File: src/rtl/lpm_pkg.sv
package lpm_pkg;
  localparam int WORD_W  = 16;
  localparam int GIE_BIT = 3;
  localparam int CPU_BIT = 4;
  localparam int OSC_BIT = 5;
  localparam int SG0_BIT = 6;
  localparam int SG1_BIT = 7;

  typedef enum logic [2:0] {
    LVL_ACTIVE = 3'd0,
    LVL_0      = 3'd1,
    LVL_1      = 3'd2,
    LVL_2      = 3'd3,
    LVL_3      = 3'd4,
    LVL_4      = 3'd5
  } powerLevel_t;

  typedef struct packed {
    logic enter;
    logic restore;
    logic write;
  } ctrlStrobes_t;

  function automatic powerLevel_t decodeLevel(input logic cpuOff, input logic oscOff,
                                              input logic scg0, input logic scg1);
    if (!cpuOff)     return LVL_ACTIVE;
    else if (oscOff) return LVL_4;
    else begin
      case ({scg1, scg0})
        2'b00:   return LVL_0;
        2'b01:   return LVL_1;
        2'b10:   return LVL_2;
        default: return LVL_3;
      endcase
    end
  endfunction
endpackage

File: src/rtl/lpm_ctrl.sv
module lpm_ctrl
  import lpm_pkg::*;
(
  input  logic         clk,
  input  logic         rstN,
  input  powerLevel_t  curLevel,
  input  logic         gie,
  input  logic         irqReq,
  input  logic         irqExtReq,
  input  logic         retiEn,
  input  logic         swWrEn,
  output ctrlStrobes_t strobes,
  output logic         irqAck
);
  logic wakeAllowed;
  logic accept;

  // level 4 listens to the external class only
  always_comb begin
    if (curLevel == LVL_4) wakeAllowed = irqExtReq;
    else                   wakeAllowed = irqReq || irqExtReq;
    accept = gie && wakeAllowed;
  end

  always_comb begin
    strobes.enter   = accept;
    strobes.restore = retiEn && !accept;
    strobes.write   = swWrEn && !accept && !retiEn;
  end

  always_ff @(posedge clk) begin
    if (!rstN) irqAck <= 1'b0;
    else       irqAck <= accept;
  end

  AST_LPM4_EXT_ONLY: assert property (@(posedge clk) disable iff (!rstN)
    (curLevel == LVL_4 && !irqExtReq) |=> !irqAck);

  AST_NO_GIE_NO_ACK: assert property (@(posedge clk) disable iff (!rstN)
    !gie |=> !irqAck);

  AST_STROBE_EXCL: assert property (@(posedge clk) disable iff (!rstN)
    $countones({strobes.enter, strobes.restore, strobes.write}) <= 1);
endmodule

File: src/rtl/lpm_datapath.sv
module lpm_datapath
  import lpm_pkg::*;
#(
  parameter int W = WORD_W
) (
  input  logic         clk,
  input  logic         rstN,
  input  ctrlStrobes_t strobes,
  input  logic [W-1:0] swWrData,
  input  logic [W-1:0] retiWord,
  input  logic         dcoSrcUsed,
  output logic [W-1:0] statusWord,
  output logic [W-1:0] savedWord,
  output powerLevel_t  curLevel,
  output logic         gie,
  output logic         cpuEn,
  output logic         mclkEn,
  output logic         smclkEn,
  output logic         aclkEn,
  output logic         dcoEn,
  output logic         dcGenEn,
  output logic         xtalEn
);
  localparam logic [W-1:0] ENTRY_CLR =
    (W'(1) << GIE_BIT) | (W'(1) << CPU_BIT) | (W'(1) << OSC_BIT) | (W'(1) << SG1_BIT);

  always_ff @(posedge clk) begin
    if (!rstN) begin
      statusWord <= '0;
      savedWord  <= '0;
    end else if (strobes.enter) begin
      savedWord  <= statusWord;
      statusWord <= statusWord & ~ENTRY_CLR;
    end else if (strobes.restore) begin
      statusWord <= retiWord;
    end else if (strobes.write) begin
      statusWord <= swWrData;
    end
  end

  always_comb begin
    curLevel = decodeLevel(statusWord[CPU_BIT], statusWord[OSC_BIT],
                           statusWord[SG0_BIT], statusWord[SG1_BIT]);
    gie = statusWord[GIE_BIT];
  end

  always_comb begin
    cpuEn   = 1'b1;
    mclkEn  = 1'b1;
    smclkEn = 1'b1;
    aclkEn  = 1'b1;
    dcoEn   = 1'b1;
    dcGenEn = 1'b1;
    xtalEn  = 1'b1;
    case (curLevel)
      LVL_ACTIVE: ;
      LVL_0: begin
        cpuEn = 1'b0; mclkEn = 1'b0;
      end
      LVL_1: begin
        cpuEn = 1'b0; mclkEn = 1'b0; dcGenEn = dcoSrcUsed;
      end
      LVL_2: begin
        cpuEn = 1'b0; mclkEn = 1'b0; smclkEn = 1'b0; dcoEn = 1'b0;
      end
      LVL_3: begin
        cpuEn = 1'b0; mclkEn = 1'b0; smclkEn = 1'b0; dcoEn = 1'b0; dcGenEn = 1'b0;
      end
      default: begin
        cpuEn = 1'b0; mclkEn = 1'b0; smclkEn = 1'b0; aclkEn = 1'b0;
        dcoEn = 1'b0; dcGenEn = 1'b0; xtalEn = 1'b0;
      end
    endcase
  end

  AST_ENTRY_SAVES: assert property (@(posedge clk) disable iff (!rstN)
    strobes.enter |=> savedWord == $past(statusWord));

  AST_ENTRY_CLEARS: assert property (@(posedge clk) disable iff (!rstN)
    strobes.enter |=> (statusWord[CPU_BIT] == 1'b0 && statusWord[OSC_BIT] == 1'b0 &&
                       statusWord[SG1_BIT] == 1'b0 && statusWord[GIE_BIT] == 1'b0));

  AST_SCG0_KEPT: assert property (@(posedge clk) disable iff (!rstN)
    strobes.enter |=> statusWord[SG0_BIT] == $past(statusWord[SG0_BIT]));

  AST_RETI_LOAD: assert property (@(posedge clk) disable iff (!rstN)
    strobes.restore |=> statusWord == $past(retiWord));
endmodule

File: src/rtl/lpm_clock_gate.sv
module lpm_clock_gate
  import lpm_pkg::*;
(
  input  logic              clk,
  input  logic              rstN,
  input  logic              swWrEn,
  input  logic [WORD_W-1:0] swWrData,
  input  logic              retiEn,
  input  logic [WORD_W-1:0] retiWord,
  input  logic              irqReq,
  input  logic              irqExtReq,
  input  logic              dcoSrcUsed,
  output logic [WORD_W-1:0] statusWord,
  output logic [WORD_W-1:0] savedWord,
  output logic              irqAck,
  output logic              cpuEn,
  output logic              mclkEn,
  output logic              smclkEn,
  output logic              aclkEn,
  output logic              dcoEn,
  output logic              dcGenEn,
  output logic              xtalEn
);
  ctrlStrobes_t strobes;
  powerLevel_t  curLevel;
  logic         gie;

  lpm_ctrl u_ctrl (
    .clk(clk), .rstN(rstN), .curLevel(curLevel), .gie(gie),
    .irqReq(irqReq), .irqExtReq(irqExtReq), .retiEn(retiEn), .swWrEn(swWrEn),
    .strobes(strobes), .irqAck(irqAck)
  );

  lpm_datapath #(.W(WORD_W)) u_dp (
    .clk(clk), .rstN(rstN), .strobes(strobes), .swWrData(swWrData),
    .retiWord(retiWord), .dcoSrcUsed(dcoSrcUsed), .statusWord(statusWord),
    .savedWord(savedWord), .curLevel(curLevel), .gie(gie), .cpuEn(cpuEn),
    .mclkEn(mclkEn), .smclkEn(smclkEn), .aclkEn(aclkEn), .dcoEn(dcoEn),
    .dcGenEn(dcGenEn), .xtalEn(xtalEn)
  );
endmodule

File: config.mk
export PLATFORM = sky130hd
export DESIGN_NAME = lpm_clock_gate
export DESIGN_NICKNAME = d
export VERILOG_FILES = /design/src/rtl/lpm_pkg.sv /design/src/rtl/lpm_ctrl.sv /design/src/rtl/lpm_datapath.sv /design/src/rtl/lpm_clock_gate.sv
export SDC_FILE = /design/constraint.sdc
export NUM_CORES = 1
export LEC_CHECK = 0
export ABC_CLOCK_PERIOD_IN_PS = 4860
export BUFFER_PORTS_ARGS = -buffer_cell sky130_fd_sc_hd__buf_2
export CORE_AREA = 2 2 66 68
export DETAILED_ROUTE_END_ITERATION = 8
export DIE_AREA = 0 0 68 70
export PLACE_DENSITY = 0.7
export SLEW_MARGIN = 40
export SYNTH_ARGS = -nofsm -noshare
export SYNTH_HDL_FRONTEND = slang
export SYNTH_HIERARCHICAL = 1
export SYNTH_SLANG_ARGS = --single-unit
File: constraint.sdc
create_clock -name clk -period 4.86 [get_ports clk]
set_clock_uncertainty 0.1 [all_clocks]
set_input_delay 0.972 -clock clk [delete_from_list [all_inputs] [get_ports clk]]
set_output_delay 0.972 -clock clk [all_outputs]
set_load 0.05 [all_outputs]
==> key figures <==
Cells and area
  • Fill cell count: 410
  • Post-synthesis to final-layout area growth: 28.9%
  • Proportion of layout cells with a drive suffix above 1: 42.2%
  • Cell area after layout: 0.00201 sq mm
  • Count of nets after finishing: 264
  • Non-filler instance count after layout: 277
  • Area used by multi-input combinational logic: 785 sq um
  • Reg area: 661 sq um
  • Count of inserted antenna diode cells: 0
  • Finished Core Util: 48.5%

Placement
  • Detail Placement HPWL: 2.60 mm
  • Count of port buffers added during placement: 78
  • Placed Instance Area: 0.00192 sq mm
  • Final weighted congestion in routability-driven placement: 0.687
  • Post-Place Cells: 269

Critical path
  • Worst Path Required: 3.79 ns
  • Max Fanout on Critical Path: 6
  • Kind of start point of the critical path: flop
  • FF-to-FF path depth: 8
  • Reg2Reg Setup Slack: 2.04 ns
  • CP max stage cell: sky130_fd_sc_hd__dfxtp_1
  • Destination of the worst register-to-register timing path: u_dp/statusWord[9]$_SDFFE_PN0P_
  • CP cell instances: ha_1, and3_1, nor3_1, buf_2
  • Type of destination of the critical path: primary output
  • Startpoint of the worst setup timing path: u_dp/statusWord[6]$_SDFFE_PN0P_
  • Worst Path Arrival: 1.77 ns
  • Worst r2r src: u_dp/statusWord[6]$_SDFFE_PN0P_
  • End of the critical path: cpuEn
  • Highest cell delay on the worst timing path: 0.48 ns
  • Crit path kind: flop to primary output

Logic synthesis
  • Number of different library cells in the post-synthesis netlist: 25
  • Net count after synthesis: 193
  • Share of synthesized area occupied by flip-flops and latches: 42.4%
  • Synth Warn #: 6
  • Average cell area after synthesis: 10.2 sq um
  • Largest cells by area after synthesis: sky130_fd_sc_hd__dfxtp_1 42%, sky130_fd_sc_hd__mux2i_1 21%, sky130_fd_sc_hd__nor2b_1 8.0%
  • Share of Yosys cell area claimed by the top area cell type: 42.4%
  • Top cell type by total area after synthesis: sky130_fd_sc_hd__dfxtp_1
  • Yosys reg bits: 33
  • Post-synth design cell area: 0.00156 sq mm
  • Gate count after technology mapping: 153

CTS
  • Number of buffers added for setup after CTS: 0
  • Library cell used as clock root buffer: sky130_fd_sc_hd__clkbuf_8
  • CTS sink count: 33
  • CTS tree: built
  • Reg clk slew, reported paths: 0.07 ns
  • Clock H-tree levels: 2
  • Number of gates resized after cts: 0
  • Clock buffer depth: 2
  • Clock insertion delay at the later pin of the skew report: 0.28 ns
  • Clock buffer count from CTS: 5
  • Hold buffer count at CTS: 0

STA
  • Unrepaired setup endpoints after global routing: false
  • Number of hold violations in the final report: 0
  • Setup Viol. Count Final: 0
  • Final number of max-transition violations: 0
  • Fmax: 352 MHz
  • Worst relative slew slack: 50.3%
  • Worst Tran Pin Value: 0.746 ns
  • Post-layout minimum cycle time: 2.84 ns
  • Post-route clock period utilization: 58.4%
  • Fin Setup TNS: 0 ns

Global route
  • Via count of the first global-routing pass: 1165
  • Wire length of the first global-routing pass: 5.49 mm
  • Number of antenna violations at the first check in global routing: 0
  • Largest net degree at the start of global routing: 31
  • GRT Total Usage: 15.4%
  • Leftover overflow at the end of global routing: 0

Job
  • Count of maximum capacitance violations: 0

Worst hold path
  • Min-Delay Path Class: flop to flop
  • Instance count along the most critical hold path: 2

Die
  • Die height: 70 um
  • Placeable core region: 0.00414 sq mm
  • Die boundary width: 68 um
  • Starting utilization of the core area: 37.6%
  • Area of the die: 0.00476 sq mm
  • Top-level port count: 79
  • Standard-cell row count: 24

Detailed routing
  • Final Routed Wirelength: 3.52 mm
  • Number of DRC violations after detailed routing: 0
  • Antenna-violating nets left: 0
  • Wire length per cell: 12.7 um
  • Initial DRT Pass Iterations: 4
  • Vias after detailed routing: 1319
  • Initial drt markers: 26
  • Routed vias/inst: 4.76

Power
  • Overall power consumption: 0.662 mW
  • Largest vdd supply drop: 0.165 mV
  • Power per cell area: 330 mW/mm^2
  • Total leakage power: 0.905 nW

Status
  • Result of the run: completed
==> where the power goes <==
| group | internal [mW] | total (mW) | switching, mW |
|---|---|---|---|
| Clock | 0.0986 | 0.198 | 0.0994 |
| Combinational | 0.0526 | 0.165 | 0.112 |
| Sequential | 0.286 | 0.299 | 0.0135 |
==> layer usage <==
layer / up-vias / share of wire [%] / global-route usage [%] / routed length, um
met2: 60 / 44 / 21.8 / 1530
met1: 577 / 47 / 20.9 / 1640
met4: 0 / 1.1 / 5.33 / 38
met3: 5 / 8.8 / 6.44 / 308
met5: - / 0 / 0 / 0
li1: 677 / - / - / -
==> synthesized netlist by cell type, drive strengths merged <==
master	count
or2	1
a31oi	1
inv	2
ha	1
dfxtp	33
nand4bb	1
nor3	1
nor2b	20
a21boi	2
o211ai	12
nor2	1
nand2b	2
and2	1
mux2i	32
o21ai	16
and3	2
nand2	5
buf	16
a21oi	2
o21a	2
==> critical path: cells and delay by family (launching register included) <==
kind	cells	cell delay, ns
buffers and inverters	1	0.30
AND/OR/NAND/NOR	2	0.42
flip-flops	1	0.48
adder cells (fa/ha/maj)	1	0.28
==> worst min-delay path by stage <==
stage                                     start                               end  slack [ns]
3_5_place_dp   u_dp/statusWord[15]$_SDFFE_PN0P_  u_dp/statusWord[15]$_SDFFE_PN0P_        0.39
3_3_place_gp   u_dp/statusWord[15]$_SDFFE_PN0P_  u_dp/statusWord[15]$_SDFFE_PN0P_        0.39
4_1_cts        u_dp/statusWord[15]$_SDFFE_PN0P_  u_dp/statusWord[15]$_SDFFE_PN0P_        0.41
5_1_grt         u_dp/statusWord[1]$_SDFFE_PN0P_   u_dp/statusWord[1]$_SDFFE_PN0P_        0.43
2_1_floorplan   u_dp/statusWord[3]$_SDFFE_PP0N_    u_dp/savedWord[3]$_SDFFE_PN0P_        0.43
6_report       u_dp/statusWord[15]$_SDFFE_PN0P_  u_dp/statusWord[15]$_SDFFE_PN0P_        0.41
==> sequential cells by signal, indices dropped and copies added (netlist names) <==
signal	cells
u_dp/statusWord	16
u_dp/savedWord	16
u_ctrl/irqAck	1
==> final cells by class <==
| cell class | instances | share of cell area [%] |
|---|---|---|
| clock buffer | 5 | 3.42 |
| timing repair buffer | 80 | 20.2 |
| clock inverter | 3 | 0.872 |
| sequential | 33 | 32.9 |
| multi-input combinational | 102 | 39.0 |
| tap | 52 | 3.24 |
| inverter | 2 | 0.374 |
==> metrics by stage <==
stage / hold WS (ns) / setup slack (ns)
2_1_floorplan: 0.429 / 1.10
3_3_place_gp: 0.392 / 1.96
3_5_place_dp: 0.394 / 1.94
4_1_cts: 0.406 / 2.00
5_1_grt: 0.429 / 1.85
6_report: 0.406 / 2.02
==> cells by family (layout without fill, tap and decap cells) <==
group                    Yosys count  in the layout  synth area share [%]
flip-flops                        33             33                  42.4
buffers and inverters             18             90                  7.54
adder cells (fa/ha/maj)            1              1                 0.802
AO/OA/AOI/OAI                     35             35                  14.0
AND/OR/NAND/NOR                   34             34                  14.8
multiplexers                      32             32                  20.5
==> cell usage in the layout, fill, tap and decap left out <==
cell type,count
sky130_fd_sc_hd__clkinvlp_4,1
sky130_fd_sc_hd__inv_1,1
sky130_fd_sc_hd__or2_4,1
sky130_fd_sc_hd__a31oi_1,1
sky130_fd_sc_hd__nor2b_1,20
sky130_fd_sc_hd__ha_1,1
sky130_fd_sc_hd__mux2i_1,32
sky130_fd_sc_hd__and2_1,1
sky130_fd_sc_hd__and3_1,2
sky130_fd_sc_hd__nor2_2,1
sky130_fd_sc_hd__o21a_1,1
sky130_fd_sc_hd__buf_4,2
sky130_fd_sc_hd__a21oi_1,2
sky130_fd_sc_hd__inv_2,1
sky130_fd_sc_hd__nor3_1,1
sky130_fd_sc_hd__clkbuf_8,5
sky130_fd_sc_hd__nand2b_1,1
sky130_fd_sc_hd__nand4bb_4,1
sky130_fd_sc_hd__nand2b_4,1
sky130_fd_sc_hd__o21a_2,1
sky130_fd_sc_hd__a21boi_1,1
sky130_fd_sc_hd__buf_2,78
sky130_fd_sc_hd__nand2_1,5
sky130_fd_sc_hd__o211ai_1,12
sky130_fd_sc_hd__dfxtp_1,33
sky130_fd_sc_hd__clkinv_2,2
sky130_fd_sc_hd__a21boi_2,1
sky130_fd_sc_hd__o21ai_1,16
No activity file was read; power rests on OpenSTA's default activity.
